**config.mk**
```make
export PLATFORM = sky130hd
export DESIGN_NAME = issue_window_tracker
export DESIGN_NICKNAME = d
export VERILOG_FILES = /design/src/rtl/iw_pkg.sv /design/src/rtl/iw_alloc.sv /design/src/rtl/iw_slot.sv /design/src/rtl/iw_freecnt.sv /design/src/rtl/issue_window_tracker.sv
export SDC_FILE = /design/constraint.sdc
export NUM_CORES = 1
export LEC_CHECK = 0
export ABC_AREA = 1
export BUFFER_PORTS_ARGS = -buffer_cell sky130_fd_sc_hd__buf_4
export CAP_MARGIN = 30
export CORE_AREA = 2 2 98 171
export DETAILED_ROUTE_END_ITERATION = 8
export DIE_AREA = 0 0 100 173
export PLACE_DENSITY = 0.71
export SLEW_MARGIN = 20
export SYNTH_ARGS = -nofsm -noshare
export SYNTH_HDL_FRONTEND = slang
export SYNTH_SLANG_ARGS = --single-unit
```
**constraint.sdc**
```tcl
create_clock -name clk -period 8.4 [get_ports clk]
set_input_delay 0.42 -clock clk [delete_from_list [all_inputs] [get_ports clk]]
set_output_delay 0.42 -clock clk [all_outputs]
set_load 0.005 [all_outputs]
```
**src/rtl/iw_pkg.sv**
```systemverilog
package iw_pkg;

  // Next free-slot count from the current count and this cycle's events.
  function automatic int unsigned free_step(int unsigned cur, bit took,
                                            bit gave, int unsigned purged);
    return cur - int'(took) + int'(gave) + purged;
  endfunction

endpackage

```
**src/rtl/iw_alloc.sv**
```systemverilog
module iw_alloc #(
  parameter int DEPTH = 8,
  localparam int IDX_W = $clog2(DEPTH)
) (
  input  logic [DEPTH-1:0] occ,
  output logic [IDX_W-1:0] slot,
  output logic             any_free
);

  // Lowest-index free slot; scanned from the top so the lowest wins.
  always_comb begin
    slot     = '0;
    any_free = 1'b0;
    for (int i = DEPTH - 1; i >= 0; i--) begin
      if (!occ[i]) begin
        slot     = IDX_W'(i);
        any_free = 1'b1;
      end
    end
  end

endmodule

```
**src/rtl/iw_slot.sv**
```systemverilog
module iw_slot #(
  parameter int SEQ_W = 8
) (
  input  logic             clk,
  input  logic             rst_n,
  input  logic             alloc,
  input  logic [SEQ_W-1:0] d_seq,
  input  logic             d_nonspec,
  input  logic             issue_req,
  input  logic             rel_valid,
  input  logic [SEQ_W-1:0] rel_seq,
  input  logic             sq_valid,
  input  logic [SEQ_W-1:0] sq_seq,
  output logic             occupied,
  output logic             held,
  output logic             commit_ok,
  output logic             kill,
  output logic             rel_hit,
  output logic             issue_fire
);

  logic [SEQ_W-1:0] seq_q;
  logic             occ_q, held_q, cmt_q;

  assign kill       = sq_valid && occ_q && (seq_q > sq_seq);
  assign rel_hit    = rel_valid && !sq_valid && occ_q && held_q && (seq_q == rel_seq);
  assign issue_fire = issue_req && occ_q && !held_q;

  always_ff @(posedge clk or negedge rst_n) begin
    if (!rst_n) begin
      seq_q  <= '0;
      occ_q  <= 1'b0;
      held_q <= 1'b0;
      cmt_q  <= 1'b0;
    end else if (alloc) begin
      seq_q  <= d_seq;
      occ_q  <= 1'b1;
      held_q <= d_nonspec;
      cmt_q  <= 1'b0;
    end else if (kill) begin
      occ_q  <= 1'b0;
      held_q <= 1'b0;
      cmt_q  <= 1'b1;
    end else if (issue_fire) begin
      occ_q  <= 1'b0;
    end else if (rel_hit) begin
      held_q <= 1'b0;
    end
  end

  assign occupied  = occ_q;
  assign held      = held_q;
  assign commit_ok = cmt_q;

  // Squashed younger entry leaves and becomes committable.
  assert_squash_evicts_R5: assert property (@(posedge clk) disable iff (!rst_n)
    kill |=> (!occ_q && cmt_q));

  // A held entry survives an issue request aimed at it.
  assert_held_not_issued_R7: assert property (@(posedge clk) disable iff (!rst_n)
    (issue_req && held_q && occ_q && !sq_valid) |=> occ_q);

  // A matching release makes the entry eligible.
  assert_release_clears_R8: assert property (@(posedge clk) disable iff (!rst_n)
    rel_hit |=> (occ_q && !held_q));

endmodule

```
**src/rtl/iw_freecnt.sv**
```systemverilog
module iw_freecnt #(
  parameter int DEPTH = 8,
  localparam int CNT_W = $clog2(DEPTH + 1)
) (
  input  logic             clk,
  input  logic             rst_n,
  input  logic             took,
  input  logic             gave,
  input  logic [CNT_W-1:0] purged,
  output logic [CNT_W-1:0] count,
  output logic             full
);

  import iw_pkg::*;

  logic [CNT_W-1:0] cnt_q;

  always_ff @(posedge clk or negedge rst_n) begin
    if (!rst_n) cnt_q <= CNT_W'(DEPTH);
    else        cnt_q <= CNT_W'(free_step(int'(cnt_q), took, gave, int'(purged)));
  end

  assign count = cnt_q;
  assign full  = (cnt_q == '0);

  // Counter never exceeds the window depth.
  assert_count_bound_R2: assert property (@(posedge clk) disable iff (!rst_n)
    cnt_q <= CNT_W'(DEPTH));

endmodule

```
**src/rtl/issue_window_tracker.sv**
```systemverilog
module issue_window_tracker #(
  parameter int DEPTH = 8,
  parameter int SEQ_W = 8,
  localparam int IDX_W = $clog2(DEPTH),
  localparam int CNT_W = $clog2(DEPTH + 1)
) (
  input  logic             clk,
  input  logic             rst_n,
  input  logic             disp_valid,
  input  logic [SEQ_W-1:0] disp_seq,
  input  logic             disp_nonspec,
  output logic [IDX_W-1:0] disp_slot,
  input  logic             issue_valid,
  input  logic [IDX_W-1:0] issue_slot,
  input  logic             rel_valid,
  input  logic [SEQ_W-1:0] rel_seq,
  input  logic             sq_valid,
  input  logic [SEQ_W-1:0] sq_seq,
  output logic [CNT_W-1:0] free_count,
  output logic             full,
  output logic [DEPTH-1:0] occupied_mask,
  output logic [DEPTH-1:0] ready_mask,
  output logic [DEPTH-1:0] held_mask,
  output logic [DEPTH-1:0] commit_mask,
  output logic             overflow_err,
  output logic             release_err
);

  function automatic logic [CNT_W-1:0] ones(logic [DEPTH-1:0] v);
    logic [CNT_W-1:0] n;
    n = '0;
    for (int i = 0; i < DEPTH; i++) n = n + CNT_W'(v[i]);
    return n;
  endfunction

  logic [DEPTH-1:0] occ, held, cmt, kill_v, rel_v, fire_v;
  logic [IDX_W-1:0] alloc_slot;
  logic             any_free;
  logic             disp_ok, disp_bad, rel_miss, issue_go;

  iw_alloc #(.DEPTH(DEPTH)) u_alloc (
    .occ(occ), .slot(alloc_slot), .any_free(any_free)
  );

  assign disp_ok  = disp_valid && !sq_valid && !full;
  assign disp_bad = disp_valid && !sq_valid && full;
  assign rel_miss = rel_valid && !sq_valid && (rel_v == '0);
  assign issue_go = |fire_v;

  for (genvar g = 0; g < DEPTH; g++) begin : g_slot
    iw_slot #(.SEQ_W(SEQ_W)) u_slot (
      .clk       (clk),
      .rst_n     (rst_n),
      .alloc     (disp_ok && (alloc_slot == IDX_W'(g))),
      .d_seq     (disp_seq),
      .d_nonspec (disp_nonspec),
      .issue_req (issue_valid && !sq_valid && (issue_slot == IDX_W'(g))),
      .rel_valid (rel_valid),
      .rel_seq   (rel_seq),
      .sq_valid  (sq_valid),
      .sq_seq    (sq_seq),
      .occupied  (occ[g]),
      .held      (held[g]),
      .commit_ok (cmt[g]),
      .kill      (kill_v[g]),
      .rel_hit   (rel_v[g]),
      .issue_fire(fire_v[g])
    );
  end

  iw_freecnt #(.DEPTH(DEPTH)) u_cnt (
    .clk(clk), .rst_n(rst_n), .took(disp_ok), .gave(issue_go),
    .purged(ones(kill_v)), .count(free_count), .full(full)
  );

  always_ff @(posedge clk or negedge rst_n) begin
    if (!rst_n) begin
      overflow_err <= 1'b0;
      release_err  <= 1'b0;
    end else begin
      if (disp_bad) overflow_err <= 1'b1;
      if (rel_miss) release_err  <= 1'b1;
    end
  end

  assign disp_slot     = alloc_slot;
  assign occupied_mask = occ;
  assign held_mask     = held;
  assign ready_mask    = occ & ~held;
  assign commit_mask   = cmt;

  // Incremental counter agrees with the occupancy bits.
  assert_count_matches_R2: assert property (@(posedge clk) disable iff (!rst_n)
    free_count == CNT_W'(DEPTH) - ones(occ));

  // Dispatch into a full window writes nothing and flags the error.
  assert_no_overflow_R4: assert property (@(posedge clk) disable iff (!rst_n)
    (disp_bad && !issue_valid) |=> (overflow_err && $stable(occ)));

  // A release that matched nothing is recorded.
  assert_release_miss_R9: assert property (@(posedge clk) disable iff (!rst_n)
    rel_miss |=> release_err);

  // Nothing gains a slot during a squash cycle.
  assert_squash_priority_R10: assert property (@(posedge clk) disable iff (!rst_n)
    sq_valid |=> ($countones(occ) <= $countones($past(occ))));

endmodule

```
==> run summary <==
The most critical setup path has its startpoint at g_slot[2].u_slot.seq_q[1]. The capture point of the worst path is u_cnt.count[2]. The run finished with clean final reports. The synthesized area per cell is 7.62 sq um. The combined global-route utilization of all metal layers is 24.6%. During I/O placement, the number of pins put on the boundary was 76.

The clock buffer count from CTS came out at 9. Static timing analysis puts the maximum clock frequency at 222 MHz. The class of the tightest hold or removal check is in -> async. The count of nets left with antenna violations once routing finished came out at 0.

The multi-input combinational cells in the finished layout cover a total of 3920 sq um. The cell count after placement came out at 1,142. The most common library cell in the layout ignoring fill and taps is nand2_1. The routed layout has 6,037 vias. The fraction of the yosys area taken by sequential cells came out at 33.5%. The data arrival at the endpoint of the critical path is 4750 ps. The first global-routing pass estimated 31,800 um of wire. The total number of H-tree levels came out at 3.

The share of layout cells above drive strength 1 is 13.0%. In this run the deepest clock path goes through 2 buffers. The post-route fraction of the period consumed by the critical path came out at 53.6%.

The count of endpoints failing setup in the final report is 0. The x dimension of the die is 100 um. The worst setup path category is reg -> reg. The critical-path cell with the highest stage delay is fa_1. For the worst setup path, the data required time is 8640 ps. The hold buffer count at cts came out at 0. The final critical delay including setup and external delays is 4500 ps.

The number of pins with negative max-slew slack in the final report came out at 0. The number of synthesized register bits came out at 94. In this run the critical register-to-register path is captured at u_cnt.count[2]. 0 antenna diodes ended up in the layout. In this design, the stage delay of the slowest critical-path cell is 600 ps. The detailed placement HPWL came out at 16,800 um. The clock-pin transition on the worst setup and hold timing paths came out at 70 ps. The headroom to the max-slew limit came out at 51.0%. The worst register-to-register path begins at g_slot[2].u_slot.seq_q[1]. The post-cts repair resize count is 0.

The most used flip-flop cell after synthesis is dfrtp_1. Measured along the y axis, the die boundary spans 173 um. The count of buffers from port buffering is 75. The post-CTS repair timing setup buffer count came out at 0.

The net count after synthesis came out at 1,037. The per-cell via count in the routed design came out at 5.21. In the layout the commonest cells are 269 x nand2_1, 111 x inv_1, 93 x dfrtp_1. After floorplanning, the core was divided into 61 placement rows.

In this run the cell area of the synthesized design comes to 7030 sq um. The cell occurring most often along the worst timing path is fa_1. The signal on the critical path passes through ha_1 > inv_1 > nor2_1 > nor2_1 > o21ai_0 > nand2_1 > nand2_1 > nand2_1 > fa_1 > fa_1 > fa_1 > fa_1 > inv_1 > ha_1 > inv_1 > fa_1 > xnor2_1. Fill cells in the final layout number 1,611.

The floorplan step defined a die boundary enclosing 17,300 sq um. IR analysis of the VDD net gives a maximum drop of 122 uV. The overall routed net length is 20,700 um. The number of antenna violations at the first check in global routing came out at 0.

At the end of the flow, the number of nets in the layout was 1,078. The routability-driven placement congestion ratio came out at 1.01. The number of synthesized flops with an enable pin is 0. The number of detailed-routing iterations run before antenna repair is 4. STA classifies the critical path endpoint as a flop. The cell at the root of the clock tree is clkbuf_16.

The average detailed-routed wire length per instance is 17.8 um. The area added between synthesis and finish came out at 11.1%. The number of violations reported at the end of detailed-routing iteration 0 came out at 327. In this run the power density over the cells is 300 nW/um^2.

For the pin with the worst max-slew slack, the measured transition is 735 ps. The number of global-route vias before repair came to 5,908. The clock drives 94 sinks. The number of instances in the synthesized netlist came out at 923. Entering global routing, the biggest net connects 57 pins. The synthesis warning total is 0. The critical path's top delay family is adder cells. The critical path runs through a total of 17 cells.

The sum of buffers and inverters on the critical path came out at 3. Counting distinct cell types in the post-synthesis netlist gives 36. The setup total negative slack is 0 ps. The number of max-cap violations came out at 0.

The post-synthesis async set-or-reset flop share came out at 100%. In this run the static leakage power is 4.12 nW. Setup repair after global routing left no endpoint under its margin. The total overflow reported by the global router came out at 0.

The minimum setup slack among reg-to-reg paths is 3900 ps. The number of remaining DRC errors came out at 0. The logic depth of the worst register-to-register path came out at 17. The initial core utilization is 44.3%. The TritonCTS clock tree is yes.

The non-filler instance count after layout is 1,158. The worst clock skew came out at 10.4 ps. Of all nets on the critical path, the largest fanout is 4. After floorplanning, the core was sized to cover 15,900 sq um. The sequential standard cell area is 2350 sq um. The worst setup path is launched from a flop. The total count of hold-check failures in the final report was 0. The later pin in the worst-skew pair is clocked with a latency of 360 ps.
## sequential cells by signal (all words and copies together) (netlist names)
name and count:
g_slot.u_slot.held 8, overflow_err 1, g_slot.u_slot.commit_ok 8, release_err 1
g_slot.u_slot.occupied 8, g_slot.u_slot.seq_q 64, u_cnt.count 4
## layout make-up
cell class	count	area share (%)
Inverter	113	5.43
Tap cell	189	3.03
Timing Repair Buffer	77	7.40
Multi-Input combinational cell	669	50.2
Sequential cell	94	30.1
Clock inverter	4	0.705
Clock buffer	12	3.16
## power by group
group | internal [mW] | switching (mW) | total [mW]
clock network | 0.241 | 0.179 | 0.420
logic | 0.480 | 0.618 | 1.10
registers | 0.621 | 0.204 | 0.825
total | 1.34 | 1.00 | 2.34
## worst reg2reg max path, delay by kind of cell, from the launching register on
family / cells / cell delay, ps
DFF: 1 / 410
and+or+nand+nor: 5 / 490
adders and majority gates: 7 / 2850
buffers and inverters: 3 / 180
AOI/OAI and AO/OA: 1 / 320
xor gates and xnor gates: 1 / 140
## logic make-up after synthesis
group           share of synthesized area (%)
compound gates                           9.36
xor+xnor                                 5.73
fa+ha+maj                                14.9
buf+inv                                  10.8
flops                                    33.5
simple gates                             25.8
## synthesized netlist by cell type (all sizes together) (2+ instances only)
cell	number	share of area, %
a31oi	3	0.27
xnor2	44	5.5
nand4	16	1.4
nand3	54	4.2
o21a	8	0.85
ha	74	13
nor4	2	0.18
nor2	72	4.1
buf	46	4.7
o21bai	2	0.21
or2	9	0.80
a21oi	36	2.8
a211oi	2	0.21
inv	113	6.0
fa	6	1.7
nand2	275	15
xor2	2	0.25
dfrtp	93	33
o21ai	61	4.8
## worst min-delay path by stage
stage | endpoint | cells after the start | slack, ps | startpoint
after floorplan | g_slot[0].u_slot.commit_ok | 0 | 120 | rst_n
after global placement | g_slot[7].u_slot.seq_q[0] | 1 | 410 | rst_n
after detailed placement | g_slot[7].u_slot.seq_q[0] | 1 | 410 | rst_n
after CTS | g_slot[7].u_slot.seq_q[0] | 1 | 30 | rst_n
after global routing | g_slot[7].u_slot.seq_q[0] | 1 | 60 | rst_n
final | g_slot[7].u_slot.seq_q[0] | 1 | 20 | rst_n
## through the flow
step	util, %	cell area, sq um	hold slack, ps	worst slack, ps	power, mW
final	49.2	7810	23.2	3900	2.34
after global placement	47.3	7510	411	3720	1.88
after detailed placement	47.3	7510	407	3600	1.92
after CTS	49.2	7810	30.0	3900	2.35
after global routing	49.2	7810	61.2	3730	2.53
after floorplan	-	7030	124	4220	1.57
## metal layers
metal	part of all wire (%)	global-route usage (%)	wire [um]
met3	3.4	2.59	699
met4	9.1	20.8	1890
met5	0	0	0
met2	50	42.9	10400
met1	37	25.8	7690
(Power assumes the default switching activity.)
